### config.mk
export PLATFORM = sky130hd
export DESIGN_NAME = iau_top
export DESIGN_NICKNAME = d
export VERILOG_FILES = /design/src/rtl/iau_pkg.sv /design/src/rtl/iau_decode.sv /design/src/rtl/iau_ptr_bank.sv /design/src/rtl/iau_addr_map.sv /design/src/rtl/iau_top.sv
export SDC_FILE = /design/constraint.sdc
export NUM_CORES = 1
export LEC_CHECK = 0
export ABC_AREA = 1
export BUFFER_PORTS_ARGS = -buffer_cell sky130_fd_sc_hd__buf_4
export CORE_MARGIN = 5
export CORE_UTILIZATION = 47
export DETAILED_ROUTE_END_ITERATION = 16
export PLACE_DENSITY = 0.77
export SYNTH_ARGS = -nofsm -noshare
export SYNTH_HDL_FRONTEND = slang
export SYNTH_SLANG_ARGS = --single-unit
### constraint.sdc
create_clock -name clk -period 1.3 [get_ports clk]
set_clock_uncertainty 0.05 [all_clocks]
set_input_delay 0.26 -clock clk [delete_from_list [all_inputs] [get_ports clk]]
set_output_delay 0.26 -clock clk [all_outputs]
set_load 0.03 [all_outputs]
### src/rtl/iau_pkg.sv
package iau_pkg;

  // How a short address field is interpreted
  typedef enum logic [1:0] {
    KIND_DIRECT   = 2'd0,
    KIND_INDIRECT = 2'd1,
    KIND_POINTER  = 2'd2
  } kind_e;

endpackage

### src/rtl/iau_decode.sv
module iau_decode
  import iau_pkg::*;
#(
  parameter int FIELD_W  = 4,
  parameter int PAIRS    = 2,
  parameter int PTR_BASE = 4,
  localparam int IDX_W   = (PAIRS > 1) ? $clog2(PAIRS) : 1
) (
  input  logic [FIELD_W-1:0] field_i,
  output kind_e              kind_o,
  output logic [IDX_W-1:0]   pair_o,
  output logic               is_hi_o
);

  localparam logic [FIELD_W-1:0] PORT_END = FIELD_W'(PAIRS);
  localparam logic [FIELD_W-1:0] WIN_LO   = FIELD_W'(PTR_BASE);
  localparam logic [FIELD_W-1:0] WIN_END  = FIELD_W'(PTR_BASE + 2 * PAIRS);

  logic [FIELD_W-1:0] off;

  always_comb begin
    off     = field_i - WIN_LO;
    kind_o  = KIND_DIRECT;
    pair_o  = '0;
    is_hi_o = 1'b0;
    if (field_i < PORT_END) begin
      kind_o = KIND_INDIRECT;
      pair_o = IDX_W'(field_i);
    end else if (field_i >= WIN_LO && field_i < WIN_END) begin
      kind_o  = KIND_POINTER;
      pair_o  = IDX_W'(off >> 1);
      is_hi_o = off[0];
    end
  end

endmodule

### src/rtl/iau_ptr_bank.sv
module iau_ptr_bank #(
  parameter int DATA_W = 8,
  parameter int PAIRS  = 2,
  localparam int IDX_W  = (PAIRS > 1) ? $clog2(PAIRS) : 1,
  localparam int ADDR_W = 2 * DATA_W
) (
  input  logic                           clk,
  input  logic                           rst,
  input  logic                           ld_en_i,
  input  logic [IDX_W-1:0]               ld_pair_i,
  input  logic                           ld_hi_i,
  input  logic [DATA_W-1:0]              ld_data_i,
  output logic [PAIRS-1:0][ADDR_W-1:0]   ptr_o
);

  for (genvar k = 0; k < PAIRS; k++) begin : g_pair
    logic [DATA_W-1:0] lo_q, hi_q;
    logic              sel;

    assign sel = ld_en_i && (ld_pair_i == IDX_W'(k));

    always_ff @(posedge clk) begin
      if (rst) begin
        lo_q <= '0;
        hi_q <= '0;
      end else if (sel) begin
        if (ld_hi_i) hi_q <= ld_data_i;
        else         lo_q <= ld_data_i;
      end
    end

    assign ptr_o[k] = {hi_q, lo_q};

    assert_ptr_reset_R1: assert property (@(posedge clk) disable iff (rst)
      $past(rst) |-> (lo_q == '0 && hi_q == '0));

    assert_ptr_load_lo_R5: assert property (@(posedge clk) disable iff (rst)
      (ld_en_i && ld_pair_i == IDX_W'(k) && !ld_hi_i) |=> lo_q == $past(ld_data_i));

    assert_ptr_load_hi_R5: assert property (@(posedge clk) disable iff (rst)
      (ld_en_i && ld_pair_i == IDX_W'(k) && ld_hi_i) |=> hi_q == $past(ld_data_i));
  end

endmodule

### src/rtl/iau_addr_map.sv
module iau_addr_map
  import iau_pkg::*;
#(
  parameter int FIELD_W = 4,
  parameter int DATA_W  = 8,
  parameter int PAIRS   = 2,
  localparam int IDX_W  = (PAIRS > 1) ? $clog2(PAIRS) : 1,
  localparam int ADDR_W = 2 * DATA_W
) (
  input  kind_e                          kind_i,
  input  logic [IDX_W-1:0]               pair_i,
  input  logic [FIELD_W-1:0]             field_i,
  input  logic [PAIRS-1:0][ADDR_W-1:0]   ptr_i,
  output logic [ADDR_W-1:0]              addr_o
);

  always_comb begin
    if (kind_i == KIND_INDIRECT) addr_o = ptr_i[pair_i];
    else                         addr_o = {{(ADDR_W-FIELD_W){1'b0}}, field_i};
  end

endmodule

### src/rtl/iau_top.sv
module iau_top
  import iau_pkg::*;
#(
  parameter int FIELD_W  = 4,
  parameter int DATA_W   = 8,
  parameter int PAIRS    = 2,
  parameter int PTR_BASE = 4,
  localparam int IDX_W   = (PAIRS > 1) ? $clog2(PAIRS) : 1,
  localparam int ADDR_W  = 2 * DATA_W
) (
  input  logic               clk,
  input  logic               rst,
  input  logic               req_valid,
  output logic               req_ready,
  input  logic [FIELD_W-1:0] req_field,
  input  logic               req_write,
  input  logic [DATA_W-1:0]  req_wdata,
  output logic               mem_valid,
  input  logic               mem_ready,
  output logic [ADDR_W-1:0]  mem_addr,
  output logic               mem_write,
  output logic [DATA_W-1:0]  mem_wdata
);

  localparam logic [FIELD_W-1:0] WIN_LO = FIELD_W'(PTR_BASE);
  localparam logic [FIELD_W-1:0] WIN_HI = FIELD_W'(PTR_BASE + 2 * PAIRS - 1);
  localparam logic [FIELD_W-1:0] PORT_END = FIELD_W'(PAIRS);

  kind_e                        kind;
  logic [IDX_W-1:0]             pair;
  logic                         is_hi;
  logic                         fire;
  logic                         ld_en;
  logic [PAIRS-1:0][ADDR_W-1:0] ptr;

  iau_decode #(.FIELD_W(FIELD_W), .PAIRS(PAIRS), .PTR_BASE(PTR_BASE)) u_decode (
    .field_i (req_field),
    .kind_o  (kind),
    .pair_o  (pair),
    .is_hi_o (is_hi)
  );

  assign fire  = req_valid && mem_ready;
  assign ld_en = fire && req_write && (kind == KIND_POINTER);

  iau_ptr_bank #(.DATA_W(DATA_W), .PAIRS(PAIRS)) u_bank (
    .clk       (clk),
    .rst       (rst),
    .ld_en_i   (ld_en),
    .ld_pair_i (pair),
    .ld_hi_i   (is_hi),
    .ld_data_i (req_wdata),
    .ptr_o     (ptr)
  );

  iau_addr_map #(.FIELD_W(FIELD_W), .DATA_W(DATA_W), .PAIRS(PAIRS)) u_map (
    .kind_i  (kind),
    .pair_i  (pair),
    .field_i (req_field),
    .ptr_i   (ptr),
    .addr_o  (mem_addr)
  );

  // Pass-through handshake: no storage at either edge
  assign mem_valid = req_valid;
  assign req_ready = mem_ready;
  assign mem_write = req_valid && req_write;
  assign mem_wdata = req_wdata;

  // Indirect ports: field k uses pair k (k=0 covers R3, k=1 covers R4)
  for (genvar k = 0; k < PAIRS; k++) begin : g_chk
    assert_indirect_map_R3: assert property (@(posedge clk) disable iff (rst)
      (req_valid && req_field == FIELD_W'(k)) |-> mem_addr == ptr[k]);
  end

  assert_direct_map_R2: assert property (@(posedge clk) disable iff (rst)
    (req_valid && req_field >= PORT_END) |->
      (mem_addr[ADDR_W-1:FIELD_W] == '0 && mem_addr[FIELD_W-1:0] == req_field));

  // Only an accepted write into the pointer window may change a pointer
  assert_ptr_hold_R8: assert property (@(posedge clk) disable iff (rst)
    !(fire && req_write && req_field >= WIN_LO && req_field <= WIN_HI) |=> $stable(ptr));

  assert_write_pass_R6: assert property (@(posedge clk) disable iff (rst)
    (fire && req_write && req_field >= WIN_LO && req_field <= WIN_HI) |->
      (mem_write && mem_addr == ADDR_W'(req_field)));

endmodule

# [Word level (Yosys, flattened, before mapping)]
# Cells that the tools add are included.
[word_totals] in_bits=17 latchBits=0 mem_bits_rw=0 elab_cells=33 romBits=0 memories=0 register_bits=32
[classes] n_reduce_logical=11 n_div=0 muxes=9 magnitude_cmp=4 addsub=1 shift=0 bitwise=2 n_eq_ne=2 mul=0
[ops] operator="16-bit 2-to-1 mux" count=3
[ops] operator="2-bit AND reduction" count=4
[ops] operator="1-bit logical AND" count=7
[ops] operator="4-bit by 3-bit >= comparator with 1-bit output (second input constant)" count=1
[ops] operator="4-bit by 2-bit < comparator with 1-bit output (second input constant)" count=1
[ops] operator="4-bit < comparator (second input constant)" count=1
[ops] operator="1-bit 2-to-1 mux" count=4
[ops] operator="2-bit 2-to-1 mux" count=2
[ops] operator="2-bit by 1-bit equality test with 1-bit output (second input constant)" count=1
[ops] operator="2-bit equality test (second input constant)" count=1
[ops] operator="1-bit by 2-bit < comparator with 1-bit output (second input constant)" count=1
[ops] operator="1-bit NOT" count=2
[ops] operator="2-bit by 1-bit subtractor with 2-bit output (second input constant)" count=1

# [Depth between registers and ports, before layout]
[depth] depth_word=8 depth_mapped=9 depth_no_buf=7

# [By module]
# A second synthesis with hierarchy kept.
[hier_totals] hier_cells=284 area_unflattened_um2=1840.5
[by_module_without_submodules] mod="iau_ptr_bank" cells_per_inst=192 seq_area_each_um2=640.6 area_each_um2=1321.3 n_inst=1
[by_module_without_submodules] mod="iau_addr_map" cells_per_inst=68 seq_area_each_um2=0.0 area_each_um2=381.6 n_inst=1
[by_module_without_submodules] mod="iau_top" cells_per_inst=16 seq_area_each_um2=0.0 area_each_um2=98.8 n_inst=1
[by_module_without_submodules] mod="iau_decode" cells_per_inst=8 seq_area_each_um2=0.0 area_each_um2=38.8 n_inst=1

# [Least setup slack after synthesis]
# Ideal clock, no wire load.
[synth_path] path_type="input port to output port" from="in req_field[3]" to="out mem_addr[1]" slack_ns=-0.554 arrival_ns=1.544 path_buffers=1 cell_stages=6 path_cell_list="nor2_1 nand3_2 nand2_2 buf_6 o21ai_0 o21ai_0"
[synth_between] elab_chain_len=7
[synth_rtl] element="start, declared" line_no="iau_top.sv:15" source="input logic [FIELD_W-1:0] req_field,"
[synth_rtl] element="4-bit by 3-bit >= comparator with 1-bit output or 4-bit < comparator (tied branches)" line_no="iau_decode.sv:29" source="end else if (field_i >= WIN_LO && field_i < WIN_END) begin"
[synth_rtl] element="1-bit logical AND" line_no="iau_decode.sv:29"
[synth_rtl] element="1-bit 2-to-1 mux" line_no="iau_decode.sv:29"
[synth_rtl] element="1-bit 2-to-1 mux" line_no="iau_decode.sv:26" source="if (field_i < PORT_END) begin"
[synth_rtl] element="16-bit 2-to-1 mux (not written as such) (2 in series)" line_no="iau_addr_map.sv:18" source="if (kind_i == KIND_INDIRECT) addr_o = ptr_i[pair_i];"
[synth_rtl] element="16-bit 2-to-1 mux (*)" line_no="iau_addr_map.sv:18"
[synth_rtl] element="end, declared" line_no="iau_top.sv:20" source="output logic [ADDR_W-1:0] mem_addr,"
# Mark *: on every way between the ends. The rest lies on a longest branch, timed or not. The select of a mux whose other input is x is not followed.

# [Worst setup path in the final report]
[layout_path] from="in req_field[3]" to="out mem_addr[8]"
# Same word-level chain as after synthesis.

==> summary.md <==
| Metric | Value |
|---|---|
| Part of the total power dissipated in the clock network | `0.350` |
| Top Ports | `44` |
| Biggest area contributors in the synthesized netlist | `sky130_fd_sc_hd__dfxtp_1, sky130_fd_sc_hd__nor2_1, sky130_fd_sc_hd__nand2_1` |
| Latest clock arrival within the worst-skew pair | `280 ps` |
| Switching part of the total | `0.283` |
| Met3 usage in global routing | `0.0611` |
| Combinational Power Share | `0.229` |
| Run status | `complete, but fails checks` |
| Post-synth cell types | `21` |
| Cell Pwr Density | `809 mW/mm^2` |
| Area share of the leading cell type in the synthesized netlist | `0.365` |
| Max Root-Sink Buffers | `2` |
| Multi-input gate area in the final layout | `0.00117 sq mm` |
| Initial standard-cell utilization of the core | `0.482` |
| Highest clock frequency the design can meet | `621 MHz` |
| Average size of a mapped cell | `6.40 sq um` |
| Drt initial violations | `152` |
| Most frequent cells after synthesis | `sky130_fd_sc_hd__nor2_1, sky130_fd_sc_hd__nand2_1, sky130_fd_sc_hd__inv_1` |
| Number of register bits inferred by synthesis | `32` |
| Die Area | `0.00505 sq mm` |
| Worst path setup slack after routing | `-310 ps` |
| Residual DRC | `0` |
| Violations in the final reports | `setup timing` |
| Initial antenna violation count | `0` |
| Dpl cells | `369` |
| Transition time of the tightest slew-check pin | `230 ps` |
| Reg2Reg Launch Point | `u_bank.g_pair[0].hi_q[2]$_SDFFE_PP0P_` |
| Post-synthesis instance total | `274` |
| Post-detailed-placement half-perimeter wirelength | `3320 microns` |
| Number of failing setup endpoints in the final timing report | `18` |
| Number of enable flip-flop cells after synthesis | `0` |
| Register-to-Register Setup Slack | `450 ps` |
| Library cell with the highest instance count after synthesis | `sky130_fd_sc_hd__nor2_1` |
| Most used routing layer in global routing | `met2` |
| Cells traversed along the worst timing path | `buf_8 -> nor2_4 -> nand3_4 -> nand2_8 -> buf_12 -> o21ai_4 -> a21oi_4 -> buf_6` |
| Cell area after technology mapping | `0.00175 sq mm` |
| Arrival time reported for the critical path endpoint | `1300 ps` |
| Reg-to-Reg End | `u_bank.g_pair[0].hi_q[2]$_SDFFE_PP0P_` |
| DR vias | `2087` |
| Pin count of the biggest net entering global routing | `33` |
| Async SR Flop Fraction | `0` |
| Global route total overflow | `0` |
| Predominant post-synthesis flop cell | `sky130_fd_sc_hd__dfxtp_1` |
| Total stage count of the critical path | `8` |
| Period minus WS final | `1610 ps` |
| Chip Height | `71.1 microns` |
| Root buffer selected by CTS | `sky130_fd_sc_hd__clkbuf_8` |
| Startpoint of the worst setup timing path | `req_field[3]` |
| Nets in the synthesized netlist | `291` |
| Worst slack at placement | `-438 ps` |
| Endpoint class of the critical path | `output port` |
| Overall global routing resource usage | `0.244` |
| Net load switching power | `667 uW` |
| Grt met2 use | `0.445` |
| Footprint of the flip-flops and latches | `641 sq um` |
| Leakage | `1.38 nW` |
| Register-to-Register Path Depth | `4` |
| Fin nets | `360` |
| Cell area after placement | `0.00246 sq mm` |
| TritonCTS Buffers | `5` |
| Accumulated negative setup slack | `-4570 ps` |
| GPL Wtd Cong | `0.829` |
| Post-Layout Inst Area | `0.00292 sq mm` |
| Cell type with the highest aggregate area in the netlist | `sky130_fd_sc_hd__dfxtp_1` |
| Type of the worst setup path | `in -> out` |
| Post-route fraction of the period consumed by the critical path | `1.24` |
| Max capacitance violation total | `0` |
| Number of vias per cell after detailed routing | `5.34` |
| Number of H-tree levels | `2` |
| Portion of the post-synthesis area used by sequential elements | `0.365` |
| Hold Slack | `206 ps` |
| Number of I/O port buffers | `43` |
| Number of iterations in the first detailed-routing pass | `5` |
| Share of final-layout standard cells stronger than drive strength 1 | `0.394` |
| Total core area | `0.00363 sq mm` |
| Average wire per cell in the routed design | `16.3 microns` |
| Number of hold violations in the final report | `0` |
| Aggregate routed wire length | `6370 microns` |
| Unrepaired setup endpoints after global routing | `true` |
| Count of cells along the worst hold path | `3` |
| Critical-path maximum fanout | `7` |
| Number of antenna-violating nets in the routed design | `0` |
| Post-layout instance count excluding filler cells | `391` |
| Share of total power in sequential cells | `0.421` |
| Internal Pwr Total | `1.69 mW` |
| Overall power after layout | `2.36 mW` |
| Cell type group with the largest total delay on the critical path | `simple AND/OR/NAND/NOR gates` |
| Clock-pin slew on the worst setup and hold paths | `60 ps` |
| Antenna fix cells | `0` |
| Crit path required time | `990 ps` |
| Highest cell delay on the worst timing path | `170 ps` |
| Number of rows created at floorplan | `22` |
| TritonCTS clock tree | `yes` |
| Sink Count | `32` |
| Hold WC Path Type | `in -> reg` |
| Worst Setup EP | `mem_addr[8]` |
| Area grow syn2layout | `66.5%` |
| Maximum VDD drop | `0.543 mV` |
| Met1 layer usage reported by global route | `0.273` |
| Sort of element at the start of the critical path | `primary input` |
| Util after Layout | `0.803` |
| Yosys warning count | `0` |
| Die X-Extent | `71.1 microns` |
| Max stage delay cell, worst path | `sky130_fd_sc_hd__nor2_4` |
| Slew HR | `0.845` |
| Number of filler cells placed in the layout | `221` |
| Via count of the first global-routing pass | `2055` |
| Final Max Tran Viols | `0` |
| Critical path buffers and inverters | `3` |
| First-pass GRT wire length | `9690 microns` |
## worst min path at each step
stage	startpoint	to	slack [ps]
global placement	u_bank.g_pair[0].lo_q[4]$_SDFFE_PP0P_	u_bank.g_pair[0].lo_q[4]$_SDFFE_PP0P_	410
detailed placement	u_bank.g_pair[0].lo_q[3]$_SDFFE_PP0P_	u_bank.g_pair[0].lo_q[3]$_SDFFE_PP0P_	430
floorplan	req_wdata[0]	u_bank.g_pair[0].hi_q[0]$_SDFFE_PP0P_	340
finish	req_wdata[1]	u_bank.g_pair[1].hi_q[1]$_SDFFE_PP0P_	210
global route	req_wdata[3]	u_bank.g_pair[1].hi_q[3]$_SDFFE_PP0P_	220
CTS	req_wdata[1]	u_bank.g_pair[1].hi_q[1]$_SDFFE_PP0P_	210
## worst min-delay path, cell delays in order
cell and delay [ps]:
sky130_fd_sc_hd__buf_4 110, sky130_fd_sc_hd__nor2_1 50, sky130_fd_sc_hd__nor2_1 80
## power by group through the flow
stage	clock network [mW]	logic (mW)	registers (mW)
after detailed placement	0	0.414	1.01
after global placement	0	0.408	1.01
final	0.827	0.541	0.993
after global routing	0.871	0.567	0.993
after CTS	0.828	0.491	0.993
after floorplan	0	0.244	1.01
## routing by layer
metal	share of wire	vias up
met5	0	-
met1	0.38	968
li1	-	973
met3	0.073	28
met4	0.037	0
met2	0.51	118
## cell usage in the layout, fill, tap and decap left out, types with 7 or more instances in the layout
| master | Yosys | final |
|---|---|---|
| sky130_fd_sc_hd__nor2_1 | 69 | 67 |
| sky130_fd_sc_hd__nand2_1 | 62 | 60 |
| sky130_fd_sc_hd__buf_4 | 10 | 53 |
| sky130_fd_sc_hd__inv_1 | 37 | 34 |
| sky130_fd_sc_hd__dfxtp_1 | 32 | 32 |
| sky130_fd_sc_hd__buf_6 | 5 | 15 |
| sky130_fd_sc_hd__a21oi_4 | 0 | 12 |
| sky130_fd_sc_hd__buf_12 | 0 | 10 |
| sky130_fd_sc_hd__nand4_1 | 8 | 8 |
| sky130_fd_sc_hd__o21ai_4 | 0 | 7 |
| sky130_fd_sc_hd__clkbuf_8 | 0 | 7 |
## cells by family after synthesis
family,after synthesis,synth area share
AND/OR/NAND/NOR,150,0.367
buffers and inverters,60,0.175
flip-flops,32,0.365
AO/OA/AOI/OAI,32,0.0928
## state kept, by name, summed over array words and instances, names as in the netlist
register / cells
u_bank.g_pair.hi_q: 16
u_bank.g_pair.lo_q: 16
## what timing repair did
action	in CTS	in global routing
resized for setup	37	9
setup buffers	7	4
hold buffers	0	0
cloned	2	2
pin swaps	11	6
setup endpoints to repair	16	33
## layout make-up
type                       instances  area share
clock buffer                       7      0.0330
inverter                          38      0.0497
multi-input combinational        185       0.402
sequential                        32       0.219
tap                               48      0.0206
timing repair buffer              80       0.273
timing repair inverter             1     0.00257
(Power assumes the default switching activity.)
